===== config.mk =====
export PLATFORM = sky130hd
export DESIGN_NAME = dcount_timer
export DESIGN_NICKNAME = d
export VERILOG_FILES = /design/src/rtl/dcount_timer_pkg.sv /design/src/rtl/dcount_timer_decode.sv /design/src/rtl/dcount_timer_regs.sv /design/src/rtl/dcount_timer_counter.sv /design/src/rtl/dcount_timer.sv
export SDC_FILE = /design/constraint.sdc
export NUM_CORES = 1
export LEC_CHECK = 0
export BUFFER_PORTS_ARGS = -buffer_cell sky130_fd_sc_hd__buf_2
export CAP_MARGIN = 10
export CORE_ASPECT_RATIO = 1.25
export CORE_MARGIN = 3
export CORE_UTILIZATION = 25
export CTS_BUF_LIST = sky130_fd_sc_hd__clkbuf_8
export CTS_CLUSTER_DIAMETER = 200
export DETAILED_ROUTE_END_ITERATION = 8
export SYNTH_ARGS = -nofsm -noshare
export SYNTH_HDL_FRONTEND = slang
export SYNTH_SLANG_ARGS = --single-unit
export TNS_END_PERCENT = 50

===== constraint.sdc =====
create_clock -name clk -period 2.5 [get_ports clk]
set_input_delay 0 -clock clk [delete_from_list [all_inputs] [get_ports clk]]
set_output_delay 0 -clock clk [all_outputs]
set_load 0.01 [all_outputs]

===== src/rtl/dcount_timer_pkg.sv =====
package dcount_timer_pkg;
  typedef enum logic [1:0] {
    SEL_STAT = 2'd0,
    SEL_CTRL = 2'd1,
    SEL_PER  = 2'd2,
    SEL_SNAP = 2'd3
  } word_sel_e;

  localparam int CTL_IE   = 0;
  localparam int CTL_AUTO = 1;
  localparam int CTL_GO   = 2;
  localparam int CTL_HALT = 3;

  localparam int ST_TO  = 0;
  localparam int ST_RUN = 1;
endpackage


===== src/rtl/dcount_timer_decode.sv =====
module dcount_timer_decode
  import dcount_timer_pkg::*;
#(
  parameter int ADDR_W = 5
) (
  input  logic              wr_en,
  input  logic              rd_en,
  input  logic [ADDR_W-1:2] word_addr,
  output logic              wr_stat,
  output logic              wr_ctrl,
  output logic              wr_per,
  output logic              rd_hit,
  output word_sel_e         sel
);
  logic mapped;

  generate
    if (ADDR_W > 4) begin : g_upper
      assign mapped = (word_addr[ADDR_W-1:4] == '0);
    end else begin : g_flat
      assign mapped = 1'b1;
    end
  endgenerate

  assign sel     = word_sel_e'(word_addr[3:2]);
  assign wr_stat = wr_en && mapped && (sel == SEL_STAT);
  assign wr_ctrl = wr_en && mapped && (sel == SEL_CTRL);
  assign wr_per  = wr_en && mapped && (sel == SEL_PER);
  assign rd_hit  = rd_en && mapped;
endmodule


===== src/rtl/dcount_timer_regs.sv =====
module dcount_timer_regs
  import dcount_timer_pkg::*;
#(
  parameter int DATA_W = 32
) (
  input  logic              clk,
  input  logic              rst_n,
  input  logic              wr_stat,
  input  logic              wr_ctrl,
  input  logic              wr_per,
  input  logic [DATA_W-1:0] wdata,
  input  logic              expire,
  output logic [DATA_W-1:0] ctrl_q,
  output logic [DATA_W-1:0] period_q,
  output logic              timeout,
  output logic              irq
);
  always_ff @(posedge clk or negedge rst_n) begin
    if (!rst_n) begin
      ctrl_q   <= '0;
      period_q <= '0;
    end else begin
      if (wr_ctrl) ctrl_q   <= wdata;
      if (wr_per)  period_q <= wdata;
    end
  end

  // expiry takes precedence over an acknowledge in the same cycle
  always_ff @(posedge clk or negedge rst_n) begin
    if (!rst_n)       timeout <= 1'b0;
    else if (expire)  timeout <= 1'b1;
    else if (wr_stat) timeout <= 1'b0;
  end

  assign irq = timeout & ctrl_q[CTL_IE];
endmodule


===== src/rtl/dcount_timer_counter.sv =====
module dcount_timer_counter #(
  parameter int DATA_W = 32
) (
  input  logic              clk,
  input  logic              rst_n,
  input  logic              ld_en,
  input  logic [DATA_W-1:0] ld_val,
  input  logic              go,
  input  logic              halt,
  input  logic              auto_reload,
  input  logic [DATA_W-1:0] period,
  output logic [DATA_W-1:0] count,
  output logic              running,
  output logic              expire
);
  function automatic logic [DATA_W-1:0] step_down(input logic [DATA_W-1:0] v);
    return v - {{(DATA_W-1){1'b0}}, 1'b1};
  endfunction

  logic at_zero;
  logic tick_dec;

  assign at_zero  = (count == '0);
  assign expire   = running && at_zero;
  assign tick_dec = running && !at_zero;

  always_ff @(posedge clk or negedge rst_n) begin
    if (!rst_n)                    count <= '0;
    else if (ld_en)                count <= ld_val;
    else if (expire && auto_reload) count <= period;
    else if (tick_dec)             count <= step_down(count);
  end

  always_ff @(posedge clk or negedge rst_n) begin
    if (!rst_n)                      running <= 1'b0;
    else if (halt)                   running <= 1'b0;
    else if (go)                     running <= 1'b1;
    else if (expire && !auto_reload) running <= 1'b0;
  end
endmodule


===== src/rtl/dcount_timer.sv =====
module dcount_timer
  import dcount_timer_pkg::*;
#(
  parameter int ADDR_W = 5,
  parameter int DATA_W = 32
) (
  input  logic              clk,
  input  logic              rst_n,
  input  logic              wr_en,
  input  logic              rd_en,
  input  logic [ADDR_W-1:0] addr,
  input  logic [DATA_W-1:0] wdata,
  output logic [DATA_W-1:0] rdata,
  output logic              irq
);
  logic              wr_stat, wr_ctrl, wr_per, rd_hit;
  word_sel_e         sel;
  logic [DATA_W-1:0] ctrl_q, period_q, count;
  logic              timeout, running, expire;
  logic [DATA_W-1:0] stat_word;
  logic              unused_byte_lane;

  assign unused_byte_lane = ^addr[1:0];

  dcount_timer_decode #(.ADDR_W(ADDR_W)) u_dec (
    .wr_en    (wr_en),
    .rd_en    (rd_en),
    .word_addr(addr[ADDR_W-1:2]),
    .wr_stat  (wr_stat),
    .wr_ctrl  (wr_ctrl),
    .wr_per   (wr_per),
    .rd_hit   (rd_hit),
    .sel      (sel)
  );

  dcount_timer_regs #(.DATA_W(DATA_W)) u_regs (
    .clk     (clk),
    .rst_n   (rst_n),
    .wr_stat (wr_stat),
    .wr_ctrl (wr_ctrl),
    .wr_per  (wr_per),
    .wdata   (wdata),
    .expire  (expire),
    .ctrl_q  (ctrl_q),
    .period_q(period_q),
    .timeout (timeout),
    .irq     (irq)
  );

  dcount_timer_counter #(.DATA_W(DATA_W)) u_cnt (
    .clk        (clk),
    .rst_n      (rst_n),
    .ld_en      (wr_per),
    .ld_val     (wdata),
    .go         (wr_ctrl && wdata[CTL_GO]),
    .halt       (wr_ctrl && wdata[CTL_HALT]),
    .auto_reload(ctrl_q[CTL_AUTO]),
    .period     (period_q),
    .count      (count),
    .running    (running),
    .expire     (expire)
  );

  always_comb begin
    stat_word         = '0;
    stat_word[ST_TO]  = timeout;
    stat_word[ST_RUN] = running;
  end

  always_comb begin
    rdata = '0;
    if (rd_hit) begin
      case (sel)
        SEL_STAT: rdata = stat_word;
        SEL_CTRL: rdata = ctrl_q;
        SEL_PER:  rdata = period_q;
        default:  rdata = count;
      endcase
    end
  end
endmodule


==> impl_metrics.env <==
export IMPL_status="completed"
export IMPL_ys_dominant_reg_cell="dfrtp_1"
export IMPL_vias=5319
export IMPL_die_area_um2=24930
export IMPL_cts_buffers=9
export IMPL_hold_violations=0
export IMPL_cp_max_fo=4
export IMPL_synth_area_um2=5764
export IMPL_die_h_um=175.8
export IMPL_syn_avg_cell_area_um2=9.092
export IMPL_track_usage=0.1478
export IMPL_fin_tns_setup_ns=0
export IMPL_drc=0
export IMPL_power_total_w=0.005364
export IMPL_critPathCaptureType="flip-flop"
export IMPL_synth_most_common_cell="nand2_1"
export IMPL_core_um2=22440
export IMPL_vdd_ir_drop_max_v=0.0002961
export IMPL_critical_path_top_delay_family="simple AND/OR/NAND/NOR gates"
export IMPL_leakagePower_nw=3.262
export IMPL_max_clock_path_buffers=2
export IMPL_grt_pass1_wl_um=29350
export IMPL_h_tree_depth=3
export IMPL_critPathSlowestCell="or4b_2"
export IMPL_wl_met3_um=713
export IMPL_period_needed_ns=2.393
export IMPL_ios=74
export IMPL_cts_clk_slew_worst_paths_ns=0.09
export IMPL_top_layer="met4"
export IMPL_setup_violations=0
export IMPL_wl_met1_um=8156
export IMPL_cp_common_cell="o21ai_0"
export IMPL_io_buffers=71
export IMPL_finalMaxSlewViolations=0
export IMPL_critPathBufInv=1
export IMPL_synthesis_instances=634
export IMPL_synth_top_area_frac=0.4254
export IMPL_ys_ff_latch=98
export IMPL_die_w_um=141.8
export IMPL_synthTopCellsByCount="124 x nand2_1, 98 x dfrtp_1, 67 x nor2_1"
export IMPL_n_antenna_cell=0
export IMPL_final_antenna_net_count=0
export IMPL_first_pass_iters=5
export IMPL_maxCapViolCount=0
export IMPL_worstPathArrival_ns=2.66
export IMPL_synth_edf_count=0
export IMPL_slew_headroom=0.4392
export IMPL_power_density_nw_per_um2=734.3
export IMPL_finalClockSkew_ns=0.006206
export IMPL_synthTopCellsByArea="dfrtp_1 43%, mux2_2 12%, nand2_1 8.1%"
export IMPL_root_buffer="clkbuf_8"
export IMPL_cpPeakStageDelay_ns=0.66
export IMPL_synth_warnings=0
export IMPL_antenna_found_initial=0
export IMPL_wl_met2_um=9085
export IMPL_cts_sinks=98
export IMPL_critPathKind="reg2reg"
export IMPL_fin_crit_sh=0.9573
export IMPL_synth_top_cell_by_area="dfrtp_1"
export IMPL_pre_cts_ws_ns=0.03272
export IMPL_initial_core_util=0.2569
export IMPL_via_per_inst=5.051
export IMPL_gp_congestion=0.8197
export IMPL_clock_fmax_mhz=417.8
export IMPL_clk_insertion_delay_late_ns=0.39
export IMPL_synthesis_nets=676
export IMPL_tightestPinTransition_ns=0.8412
export IMPL_rows=61
export IMPL_drt_initial_drc_count=375
export IMPL_first_global_vias=5401
export IMPL_required_ns=2.77
export IMPL_worst_setup_path_start_kind="flip-flop"
export IMPL_async_reset_ff_frac=1.000
export IMPL_ys_seq_area_frac=0.4254
export IMPL_min_path_type="in2reg"
export IMPL_r2r_setup_slack_ns=0.11
export IMPL_syn_to_final_growth_pct=26.72
export IMPL_overflow=0
export IMPL_path_cells="nor3_1 -> buf_4 -> nand2_1 -> or4b_2 -> o311a_1 -> o21ai_0 -> o21ai_0"
export IMPL_wire_per_inst_um=17.26
export IMPL_worst_slack_ns=0.1066
export IMPL_synth_cell_type_count=60
export IMPL_grt_max_degree=73
export IMPL_drive_gt1_frac=0.2922
export IMPL_fin_nets=809
export IMPL_cts_tree="built"
export IMPL_wl_um=18170
export IMPL_dp_hpwl_um=12920
==> flip-flops by register name, indices dropped and copies added (netlist names) <==
name,cells
u_cnt.running,1
u_cnt.count,32
u_regs.timeout,1
u_regs.ctrl_q,32
u_regs.period_q,32
==> cell families after synthesis <==
logic type / count (synthesis) / share of synthesized area
flip-flops: 98 / 0.4254
AO/OA/AOI/OAI: 137 / 0.1602
AND/OR/NAND/NOR: 274 / 0.2340
adder cells (fa/ha/maj): 1 / 0.002170
XOR/XNOR: 11 / 0.01671
multiplexers: 63 / 0.1265
buffers and inverters: 50 / 0.03495
==> final cells by class <==
class | count | area (um^2)
fillers | 2397 | 15130
multi-input cells | 486 | 3144
flip-flops and latches | 98 | 2452
repair buffers | 166 | 1179
well taps | 283 | 354.1
clock buffers | 10 | 137.6
inverters | 6 | 22.52
clock inverters | 4 | 15.01
==> per-stage QoR <==
step	cells	util	hold slack (ns)	cell area, um^2
6_report	1053	0.3255	0.07059	7305
5_1_grt	1053	0.3255	0.09364	7305
4_1_cts	1049	0.3237	0.06621	7263
3_5_place_dp	1002	0.3020	0.1543	6777
3_3_place_gp	1002	0.3020	0.1562	6777
2_1_floorplan	634	-	-0.2956	5764
==> tightest hold or removal path: cells and delay by family <==
family | cells | cell delay (ns)
buffers and inverters | 1 | 0.16
and+or+nand+nor | 1 | 0.15
AOI/OAI and AO/OA | 1 | 0.11
==> cells in the final DEF (no fill, tap or decap), drive strengths merged, types with 5 or more instances in the layout <==
master,netlist,final
a211oi,8,8
a21oi,15,15
a22oi,32,32
a31oi,8,8
and2,6,6
buf,14,133
clkbuf,30,10
dfrtp,98,98
dlygate4sd3,0,33
inv,6,10
mux2,59,59
nand2,124,124
nand2b,6,6
nand3,10,10
nand4,9,9
nor2,67,67
nor3,14,14
nor4,9,9
o211ai,11,11
o21ai,39,39
or4,7,7
xnor2,5,5
xor2,6,6
==> metal layers <==
layer / GRT usage / vias up
met2: 0.2514 / 122
met1: 0.1938 / 2643
met3: 0.02587 / 14
met4: 0.03800 / 0
li1: - / 2540
met5: 0 / -
==> worst paths after layout <==
check / startpoint / end / cells after the start
max in group asynchronous: rst_n / u_regs.period_q[9]$_DFFE_PN0P_ / 3
worst min-delay path: addr[4] / u_regs.timeout$_DFFE_PN0P_ / 3
worst min register to register: u_regs.ctrl_q[9]$_DFFE_PN0P_ / u_regs.ctrl_q[9]$_DFFE_PN0P_ / 1
min in group asynchronous: rst_n / u_regs.period_q[28]$_DFFE_PN0P_ / 2
worst max-delay path: u_cnt.count[12]$_DFFE_PN0P_ / u_cnt.count[18]$_DFFE_PN0P_ / 7
worst max register to register: u_cnt.count[12]$_DFFE_PN0P_ / u_cnt.count[18]$_DFFE_PN0P_ / 7
==> report_power, final <==
group | switching (W) | internal, W
combinational | 0.00101 | 0.00100
sequential | 0.000433 | 0.00201
clock | 0.000543 | 0.000365
total | 0.00199 | 0.00338
==> repair_timing <==
action / 4_1_cts / 5_1_grt
hold buffers: 33 / 0
buffers inserted: 0 / 4
hold endpoints to repair: 146 / 0
resized for setup: 1 / 3
pin swaps: 0 / 3
setup endpoints to repair: 2 / 14
Note: power is estimated with default switching activity, not from simulation.
